`src/rtl/lcd_bias_pkg.sv`:
```
package lcd_bias_pkg;

    localparam int LVL_W = 3;

    typedef enum logic [LVL_W-1:0] {
        LVL_GND      = 3'd0,
        LVL_THIRD    = 3'd1,
        LVL_HALF     = 3'd2,
        LVL_TWOTHIRD = 3'd3,
        LVL_VDD      = 3'd4
    } lvl_e;

    typedef enum logic [1:0] {
        ST_BLANK = 2'd0,
        ST_SCAN  = 2'd1,
        ST_OFF   = 2'd2
    } drv_state_e;

    // Level of the common currently being addressed.
    function automatic lvl_e sel_com_lvl(input logic neg);
        return neg ? LVL_GND : LVL_VDD;
    endfunction

    // Level of a common that is not addressed in this step.
    function automatic lvl_e idle_com_lvl(input logic third, input logic neg);
        if (!third) return LVL_HALF;
        return neg ? LVL_TWOTHIRD : LVL_THIRD;
    endfunction

    // Lit segment: opposite rail to the addressed common.
    function automatic lvl_e lit_seg_lvl(input logic neg);
        return neg ? LVL_VDD : LVL_GND;
    endfunction

    // Unlit segment level.
    function automatic lvl_e dark_seg_lvl(input logic third, input logic neg);
        if (!third) return neg ? LVL_GND : LVL_VDD;
        return neg ? LVL_THIRD : LVL_TWOTHIRD;
    endfunction

endpackage

```
`src/rtl/lcd_step_fsm.sv`:
```
module lcd_step_fsm
    import lcd_bias_pkg::*;
#(
    parameter int SW   = 3,
    parameter int LAST = 7
) (
    input  logic          clk,
    input  logic          rst_n,
    input  logic          tick,
    input  logic          off_req,
    output drv_state_e    state_q,
    output logic [SW-1:0] step_q,
    output logic          frame_load
);

    drv_state_e    state_d;
    logic [SW-1:0] step_d;
    logic          at_last;

    assign at_last = (step_q == SW'(LAST));

    // State register
    always_ff @(posedge clk) begin
        if (!rst_n) begin
            state_q <= ST_BLANK;
            step_q  <= '0;
        end else begin
            state_q <= state_d;
            step_q  <= step_d;
        end
    end

    // Next state, step and boundary strobe
    always_comb begin
        state_d    = state_q;
        step_d     = step_q;
        frame_load = 1'b0;
        unique case (state_q)
            ST_BLANK: begin
                if (tick) begin
                    // T_START / T_BLANK_OFF: frame begins at step 0
                    frame_load = 1'b1;
                    state_d    = off_req ? ST_OFF : ST_SCAN;
                end
            end
            ST_SCAN, ST_OFF: begin
                if (tick) begin
                    if (at_last) begin
                        // T_SHUT / T_WAKE decided at the boundary
                        frame_load = 1'b1;
                        step_d     = '0;
                        state_d    = off_req ? ST_OFF : ST_SCAN;
                    end else begin
                        // T_STEP
                        step_d = step_q + 1'b1;
                    end
                end
            end
            default: begin
                state_d = ST_BLANK;
                step_d  = '0;
            end
        endcase
    end

endmodule

```
`src/rtl/lcd_cfg_shadow.sv`:
```
module lcd_cfg_shadow #(
    parameter int MAP_W = 72
) (
    input  logic             clk,
    input  logic             rst_n,
    input  logic             cfg_wr,
    input  logic [MAP_W-1:0] cfg_map,
    input  logic             cfg_third,
    input  logic             frame_load,
    output logic [MAP_W-1:0] act_map,
    output logic             act_third
);

    logic [MAP_W-1:0] pend_map;
    logic             pend_third;

    always_ff @(posedge clk) begin
        if (!rst_n) begin
            pend_map   <= '0;
            pend_third <= 1'b0;
        end else if (cfg_wr) begin
            pend_map   <= cfg_map;
            pend_third <= cfg_third;
        end
    end

    always_ff @(posedge clk) begin
        if (!rst_n) begin
            act_map   <= '0;
            act_third <= 1'b0;
        end else if (frame_load) begin
            act_map   <= pend_map;
            act_third <= pend_third;
        end
    end

endmodule

```
`src/rtl/lcd_level_mux.sv`:
```
module lcd_level_mux
    import lcd_bias_pkg::*;
#(
    parameter int NUM_COM = 4,
    parameter int NUM_SEG = 18,
    parameter int CW      = 2,
    parameter int SW      = 3
) (
    input  drv_state_e                   state_q,
    input  logic [SW-1:0]                step_q,
    input  logic [NUM_COM*NUM_SEG-1:0]   act_map,
    input  logic                         act_third,
    output logic [NUM_COM*LVL_W-1:0]     com_lvl,
    output logic [NUM_SEG*LVL_W-1:0]     seg_lvl
);

    logic          neg;
    logic          scan;
    logic [CW-1:0] acom;
    lvl_e          c_sel, c_idle, s_lit, s_dark;

    // Output process: phase decode and the four candidate levels
    always_comb begin
        neg    = step_q[0];
        scan   = (state_q == ST_SCAN);
        acom   = step_q[SW-1:1];
        c_sel  = sel_com_lvl(neg);
        c_idle = idle_com_lvl(act_third, neg);
        s_lit  = lit_seg_lvl(neg);
        s_dark = dark_seg_lvl(act_third, neg);
    end

    for (genvar c = 0; c < NUM_COM; c++) begin : g_com
        assign com_lvl[c*LVL_W +: LVL_W] =
            (scan && (acom == CW'(c))) ? c_sel : c_idle;
    end

    for (genvar s = 0; s < NUM_SEG; s++) begin : g_seg
        logic [NUM_COM-1:0] row;
        assign row = act_map[s*NUM_COM +: NUM_COM];
        assign seg_lvl[s*LVL_W +: LVL_W] = (scan && row[acom]) ? s_lit : s_dark;
    end

endmodule

```
`src/rtl/lcd_bias_gen.sv`:
```
module lcd_bias_gen
    import lcd_bias_pkg::*;
#(
    parameter int NUM_COM = 4,
    parameter int NUM_SEG = 18
) (
    input  logic                         clk,
    input  logic                         rst_n,
    input  logic                         step_tick,
    input  logic                         cfg_wr,
    input  logic [NUM_COM*NUM_SEG-1:0]   cfg_seg_map,
    input  logic                         cfg_bias_third,
    input  logic                         disp_off,
    output logic [NUM_COM*LVL_W-1:0]     com_lvl,
    output logic [NUM_SEG*LVL_W-1:0]     seg_lvl
);

    localparam int CW    = (NUM_COM > 1) ? $clog2(NUM_COM) : 1;
    localparam int SW    = CW + 1;
    localparam int LAST  = 2 * NUM_COM - 1;
    localparam int MAP_W = NUM_COM * NUM_SEG;

    drv_state_e       state_q;
    logic [SW-1:0]    step_q;
    logic             frame_load;
    logic [MAP_W-1:0] act_map;
    logic             act_third;

    lcd_step_fsm #(.SW(SW), .LAST(LAST)) fsm_i (
        .clk        (clk),
        .rst_n      (rst_n),
        .tick       (step_tick),
        .off_req    (disp_off),
        .state_q    (state_q),
        .step_q     (step_q),
        .frame_load (frame_load)
    );

    lcd_cfg_shadow #(.MAP_W(MAP_W)) shadow_i (
        .clk        (clk),
        .rst_n      (rst_n),
        .cfg_wr     (cfg_wr),
        .cfg_map    (cfg_seg_map),
        .cfg_third  (cfg_bias_third),
        .frame_load (frame_load),
        .act_map    (act_map),
        .act_third  (act_third)
    );

    lcd_level_mux #(.NUM_COM(NUM_COM), .NUM_SEG(NUM_SEG), .CW(CW), .SW(SW)) mux_i (
        .state_q   (state_q),
        .step_q    (step_q),
        .act_map   (act_map),
        .act_third (act_third),
        .com_lvl   (com_lvl),
        .seg_lvl   (seg_lvl)
    );

endmodule

```
`config.mk`:
```
export PLATFORM = sky130hd
export DESIGN_NAME = lcd_bias_gen
export DESIGN_NICKNAME = d
export VERILOG_FILES = /design/src/rtl/lcd_bias_pkg.sv /design/src/rtl/lcd_step_fsm.sv /design/src/rtl/lcd_cfg_shadow.sv /design/src/rtl/lcd_level_mux.sv /design/src/rtl/lcd_bias_gen.sv
export SDC_FILE = /design/constraint.sdc
export NUM_CORES = 1
export LEC_CHECK = 0
export ABC_AREA = 0
export BUFFER_PORTS_ARGS = -buffer_cell sky130_fd_sc_hd__buf_2
export CELL_PAD_IN_SITES_DETAIL_PLACEMENT = 0
export CELL_PAD_IN_SITES_GLOBAL_PLACEMENT = 2
export CORE_UTILIZATION = 35
export CTS_CLUSTER_DIAMETER = 80
export DETAILED_ROUTE_END_ITERATION = 7
export PLACE_DENSITY = 0.79
export SKIP_CTS_REPAIR_TIMING = 1
export SYNTH_ARGS = -nofsm -noshare
export SYNTH_HDL_FRONTEND = slang
export SYNTH_HIERARCHICAL = 1
export SYNTH_SLANG_ARGS = --single-unit
```
`constraint.sdc`:
```
create_clock -name clk -period 2.24 [get_ports clk]
set_clock_uncertainty 0.2 [all_clocks]
set_input_delay 0.224 -clock clk [delete_from_list [all_inputs] [get_ports clk]]
set_output_delay 0.224 -clock clk [all_outputs]
set_load 0.03 [all_outputs]
```
== Word-level counts from Yosys, hierarchy flattened ==
Cells that the tools add are included.

* Add/subtract/negate cells: 1
* Order comparisons: 1
* Equal/unequal tests: 9
* Muxes and demuxes: 76
* Bitwise operators: 1
* Reductions and logical operators: 27

{| class="wikitable"
|+ Operator list
! operator !! number
|-
| 3-bit two-way mux || 28
|-
| 1-bit binary-select mux with 2-bit select || 18
|-
| 1-bit logical AND || 22
|-
| 1-bit two-way mux || 21
|-
| 2-bit two-way mux || 6
|-
| 2-bit == test, second input constant || 3
|-
| 3-bit one-hot mux with 2 select lines || 1
|-
| 2-bit by 1-bit == test with 1-bit output, second input constant || 2
|-
| 2-bit logical NOT || 2
|-
| 2-bit != test, second input constant || 2
|-
| 2-bit one-hot mux with 2 select lines || 1
|-
| 3-bit by 1-bit adder with 3-bit output, second input constant || 1
|-
| 3-bit == test, second input constant || 1
|-
| 2-bit by 3-bit less-than comparator with 1-bit output, second input constant || 1
|-
| 3-bit AND reduction || 1
|-
| 2-bit by 1-bit != test with 1-bit output, second input constant || 1
|-
| 1-bit one-hot mux with 2 select lines || 1
|-
| 2-bit AND reduction || 1
|-
| 2-bit OR reduction || 1
|-
| 1-bit NOT || 1
|}

* Register bits after elaboration: 151
* Input bits: 78

== Depth between registers and ports, before layout ==
* Depth in word-level cells: 4
* Depth in mapped cells: 8

== Hierarchy ==
Netlist, hierarchy kept.

{| class="wikitable"
|+ Modules (own cells, without submodules)
! module !! instances !! cells each !! area each (sq um) !! seq. area each (sq um)
|-
| lcd_cfg_shadow || 1 || 470 || 5,680.4 || 2,922.8
|-
| lcd_level_mux || 1 || 149 || 1,102.3 || 0.0
|-
| lcd_step_fsm || 1 || 35 || 300.3 || 100.1
|}

== Least setup slack after synthesis ==
Ideal clock, no wire load.

* Path type: reg-to-output
* Start: reg fsm_i.step_q[1]
* End: out seg_lvl[47]
* Arrival: 1.725 ns
* Required time: 1.816 ns
* Setup slack: 0.091 ns
* Cell stages (with the launch flop): 7
* Buffers on the path: 3
* Path through: dfxtp_1 -> buf_6 -> or3b_1 -> buf_6 -> buf_12 -> o22ai_2 -> mux2_1

* Longest elaborated chain between the ends: 4

{| class="wikitable"
|+ Ends and longest elaborated chain
! item !! line !! source
|-
| start, declared || lcd_step_fsm.sv:12 || <nowiki>output logic [SW-1:0] step_q,</nowiki>
|-
| start signal, assigned || lcd_step_fsm.sv:29 || <nowiki>step_q <= step_d;</nowiki>
|-
| 1-bit binary-select mux with 2-bit select || lcd_level_mux.sv:41 || <nowiki>assign seg_lvl[s*LVL_W +: LVL_W] = (scan && row[acom]) ? s_lit : s_dark;</nowiki>
|-
| 1-bit two-way mux (implied by the code) || lcd_level_mux.sv:41 ||
|-
| 1-bit logical AND || lcd_level_mux.sv:41 ||
|-
| 3-bit two-way mux || lcd_level_mux.sv:41 ||
|-
| end, declared || lcd_bias_gen.sv:15 || <nowiki>output logic [NUM_SEG*LVL_W-1:0] seg_lvl</nowiki>
|}

Every way passes these cells. The select of a mux whose other input is x is not followed.

== Final worst setup path ==
* Start: reg fsm_i.state_q[1]
* End: out seg_lvl[29]

* Longest elaborated chain between the ends: 3

{| class="wikitable"
|+ Ends and longest elaborated chain
! item !! line !! source
|-
| start, declared || lcd_step_fsm.sv:11 || <nowiki>output drv_state_e state_q,</nowiki>
|-
| start signal, assigned || lcd_step_fsm.sv:28 || <nowiki>state_q <= state_d;</nowiki>
|-
| 2-bit by 1-bit == test with 1-bit output || lcd_level_mux.sv:25 || <nowiki>scan = (state_q == ST_SCAN);</nowiki>
|-
| 1-bit logical AND || lcd_level_mux.sv:41 ||
|-
| 3-bit two-way mux || lcd_level_mux.sv:41 ||
|}

Every way passes these cells.

==> summary.txt <==
Floorplanning
  • Core Box Area: 19,700 µm²
  • Die area: 20,800 µm²
  • Ports: 144
  • Initial core utilization: 36.0%
  • Die X: 144 µm
  • Num rows: 51
  • Die H: 144 µm

Outcome
  • Failing checks: negative setup slack
  • Status: complete, but fails checks

STA
  • Worst relative slew slack: 60.4%
  • Crit share post-route: 112%
  • Unrepaired setup endpoints after global routing: yes
  • Fin crit period: 2.51 ns
  • Final setup margin: -0.269 ns
  • Slew Viols, Final: 0
  • Final hold violation count: 0
  • Maximum clock rate: 399 MHz
  • Slew of the pin with the lowest slew margin: 0.592 ns
  • Final Setup Violations: 55
  • Setup TNS: -7.17 ns

Global routing
  • Total gr overflow: 0
  • Initial antenna violation count: 0
  • GRT met2 Usage: 27.3%
  • GR Layer Usage met3: 3.68%
  • First-pass GRT wire length: 25,800 µm
  • Met1 usage: 20.8%
  • Largest net degree at the start of global routing: 63
  • Vias in the first global route: 4,974
  • Busiest grt layer: met2
  • GRT Util Overall: 16.5%

Clock network
  • Clock transition at path regs: 0.05 ns
  • H-tree Lvls: 4
  • Clock Latency Late Sink: 0.42 ns
  • Total CTS buffers: 17
  • Clock sinks: 151
  • Max Root-Sink Buffers: 2
  • TritonCTS clock tree: done
  • CTS Root Cell: clkbuf_16

Cells and area
  • Number of fill cells in the layout: 1,760
  • Most frequent cells in the layout: 155 x mux2i_1, 147 x nor2b_1, 146 x dfxtp_1, 89 x buf_2, 75 x dlygate4sd3_1
  • Final instance area: 10,500 µm²
  • Antenna Cells: 0
  • Commonest non-fill, non-tap cell in the layout: mux2i_1
  • Synthesis-to-layout area growth: 48.3%
  • Final net count: 985
  • Share of cells above drive strength 1: 36.1%

Power
  • Lkg Pwr: 4.31 nW
  • Peak VDD IR: 478 µV
  • Pwr dens: 720 nW/µm²

Routing
  • Drt first pass iters: 4
  • DR DRC count: 0
  • Routed Antenna Nets: 0
  • Wire length per cell: 15.7 µm
  • DR iter-0 viols: 226
  • Vias per std cell: 4.55
  • Drt total wl: 18,500 µm
  • Via count: 5,370

Setup path
  • Crit Path Category: flop to output pin
  • Register-to-Register Path Depth: 10
  • CP arrival: 2.09 ns
  • Crit path cell chain: or3b_4 -> clkbuf_16 -> o22ai_4 -> mux2_4 -> buf_6
  • CP Launch Type: flop
  • Worst path max stage delay: 0.47 ns
  • Required @ worst endpoint: 1.82 ns
  • CP endpoint kind: output pin
  • Critical Path Fanout Max: 5
  • Slowest cell on crit path: or3b_4

Placement
  • Count of input and output buffers: 143
  • Placed cell areas: 8030 µm²
  • Post-DP HPWL: 11,700 µm
  • Routability cong.: 0.753

Yosys
  • Synth Register Bits: 151
  • Seq/Total Area, Yosys: 42.7%
  • Syn_area_per_cell: 10.8 µm²
  • Syn nets: 736
  • Distinct cells, synth: 28
  • Syn Std Cell Area: 7080 µm²
  • Warnings, synthesis: 6
  • Synth Instances: 654

Flow run
  • Max-cap violations: 0

Worst hold path
  • Hold Crit Depth: 3
  • Hold Crit Class: primary input to flop
[path summary, 6_finish.rpt]
kind,startpoint,to,slack (ns)
worst max-delay path,fsm_i/state_q[1],seg_lvl[29],-0.27
worst min-delay path,rst_n,fsm_i/state_q[0],0.10
worst max register to register,fsm_i/state_q[1],shadow_i/act_map[23],0.08
worst min register to register,shadow_i/act_map[29],shadow_i/act_map[29],0.32
[per-stage QoR]
step                utilization [%]  cells  power, mW  hold WS [ns]  setup WS [ns]
detailed placement             40.8   1048       4.45         0.287         0.0122
finish                         53.5   1179       7.57         0.103         -0.269
global placement               40.8   1048       4.41         0.279         0.0803
floorplan                         -    654       4.14         0.163         0.0909
CTS                            43.6   1078       7.08        -0.153         -0.428
global route                   53.5   1179       7.90         0.139         -0.329
[critical path: cells and delay by family, from the launching register on]
family                 cells  cell delay, ns
AND/OR/NAND/NOR            1            0.47
buffers and inverters      2            0.34
flip-flops                 1            0.32
multiplexers               1            0.33
AO/OA/AOI/OAI              1            0.19
[layout make-up]
| class | count | area [µm²] | share of cell area, % |
|---|---|---|---|
| multi-input combinational | 451 | 4140 | 39.4 |
| clock buffer | 23 | 458 | 4.36 |
| timing repair buffer | 278 | 2460 | 23.4 |
| clock inverter | 7 | 75.1 | 0.715 |
| inverter | 4 | 15.0 | 0.143 |
| sequential | 151 | 3030 | 28.9 |
| tap | 265 | 332 | 3.16 |
[sequential cells by signal (all words and copies together) (netlist names)]
name and cells:
shadow_i/pend_map 72, shadow_i/act_third 1, shadow_i/pend_third 1, fsm_i/step_q 3, shadow_i/act_map 72, fsm_i/state_q 2
[logic make-up (layout without fill, tap and decap cells)]
family                   Yosys count  count (layout)  synth area share (%)
AO/OA/AOI/OAI                     30              30                  3.44
adder cells (fa/ha/maj)            4               4                 0.707
buffers and inverters             52             312                  7.07
flip-flops                       151             151                  42.7
multiplexers                     202             202                  28.9
AND/OR/NAND/NOR                  215             215                  17.2
[cell usage after synthesis]
library cell | n | area [µm²]
buf_4 | 2 | 15.0
nor2_1 | 49 | 184
o21ai_0 | 3 | 15.0
buf_6 | 2 | 22.5
clkbuf_2 | 1 | 5.00
dfxtp_1 | 151 | 3020
o22ai_2 | 10 | 125
nor3b_1 | 4 | 30.0
nand3b_2 | 1 | 11.3
mux2i_1 | 184 | 1840
buf_12 | 17 | 340
a21oi_1 | 5 | 25.0
nor2b_1 | 147 | 920
mux2_2 | 9 | 101
buf_1 | 1 | 3.75
o22ai_1 | 9 | 56.3
clkbuf_1 | 21 | 78.8
a21boi_1 | 3 | 22.5
nand3b_1 | 1 | 7.51
or3b_1 | 1 | 8.76
and3b_1 | 2 | 17.5
mux2_1 | 9 | 101
inv_1 | 4 | 15.0
and3_1 | 1 | 6.26
ha_1 | 4 | 50.1
buf_2 | 4 | 20.0
nand2_1 | 8 | 30.0
nand2b_1 | 1 | 6.26
[where the power goes]
group | switching [mW] | internal [mW] | total [mW]
sequential | 0.104 | 2.85 | 2.95
combinational | 0.969 | 1.02 | 1.99
clock | 1.08 | 1.54 | 2.62
total | 2.15 | 5.41 | 7.57
[metal layers]
| metal | routed length (µm) | vias to the layer above |
|---|---|---|
| li1 | - | 2708 |
| met1 | 8380 | 2530 |
| met2 | 9150 | 108 |
| met3 | 685 | 24 |
| met4 | 296 | 0 |
| met5 | 0 | - |
(Power assumes the default switching activity.)
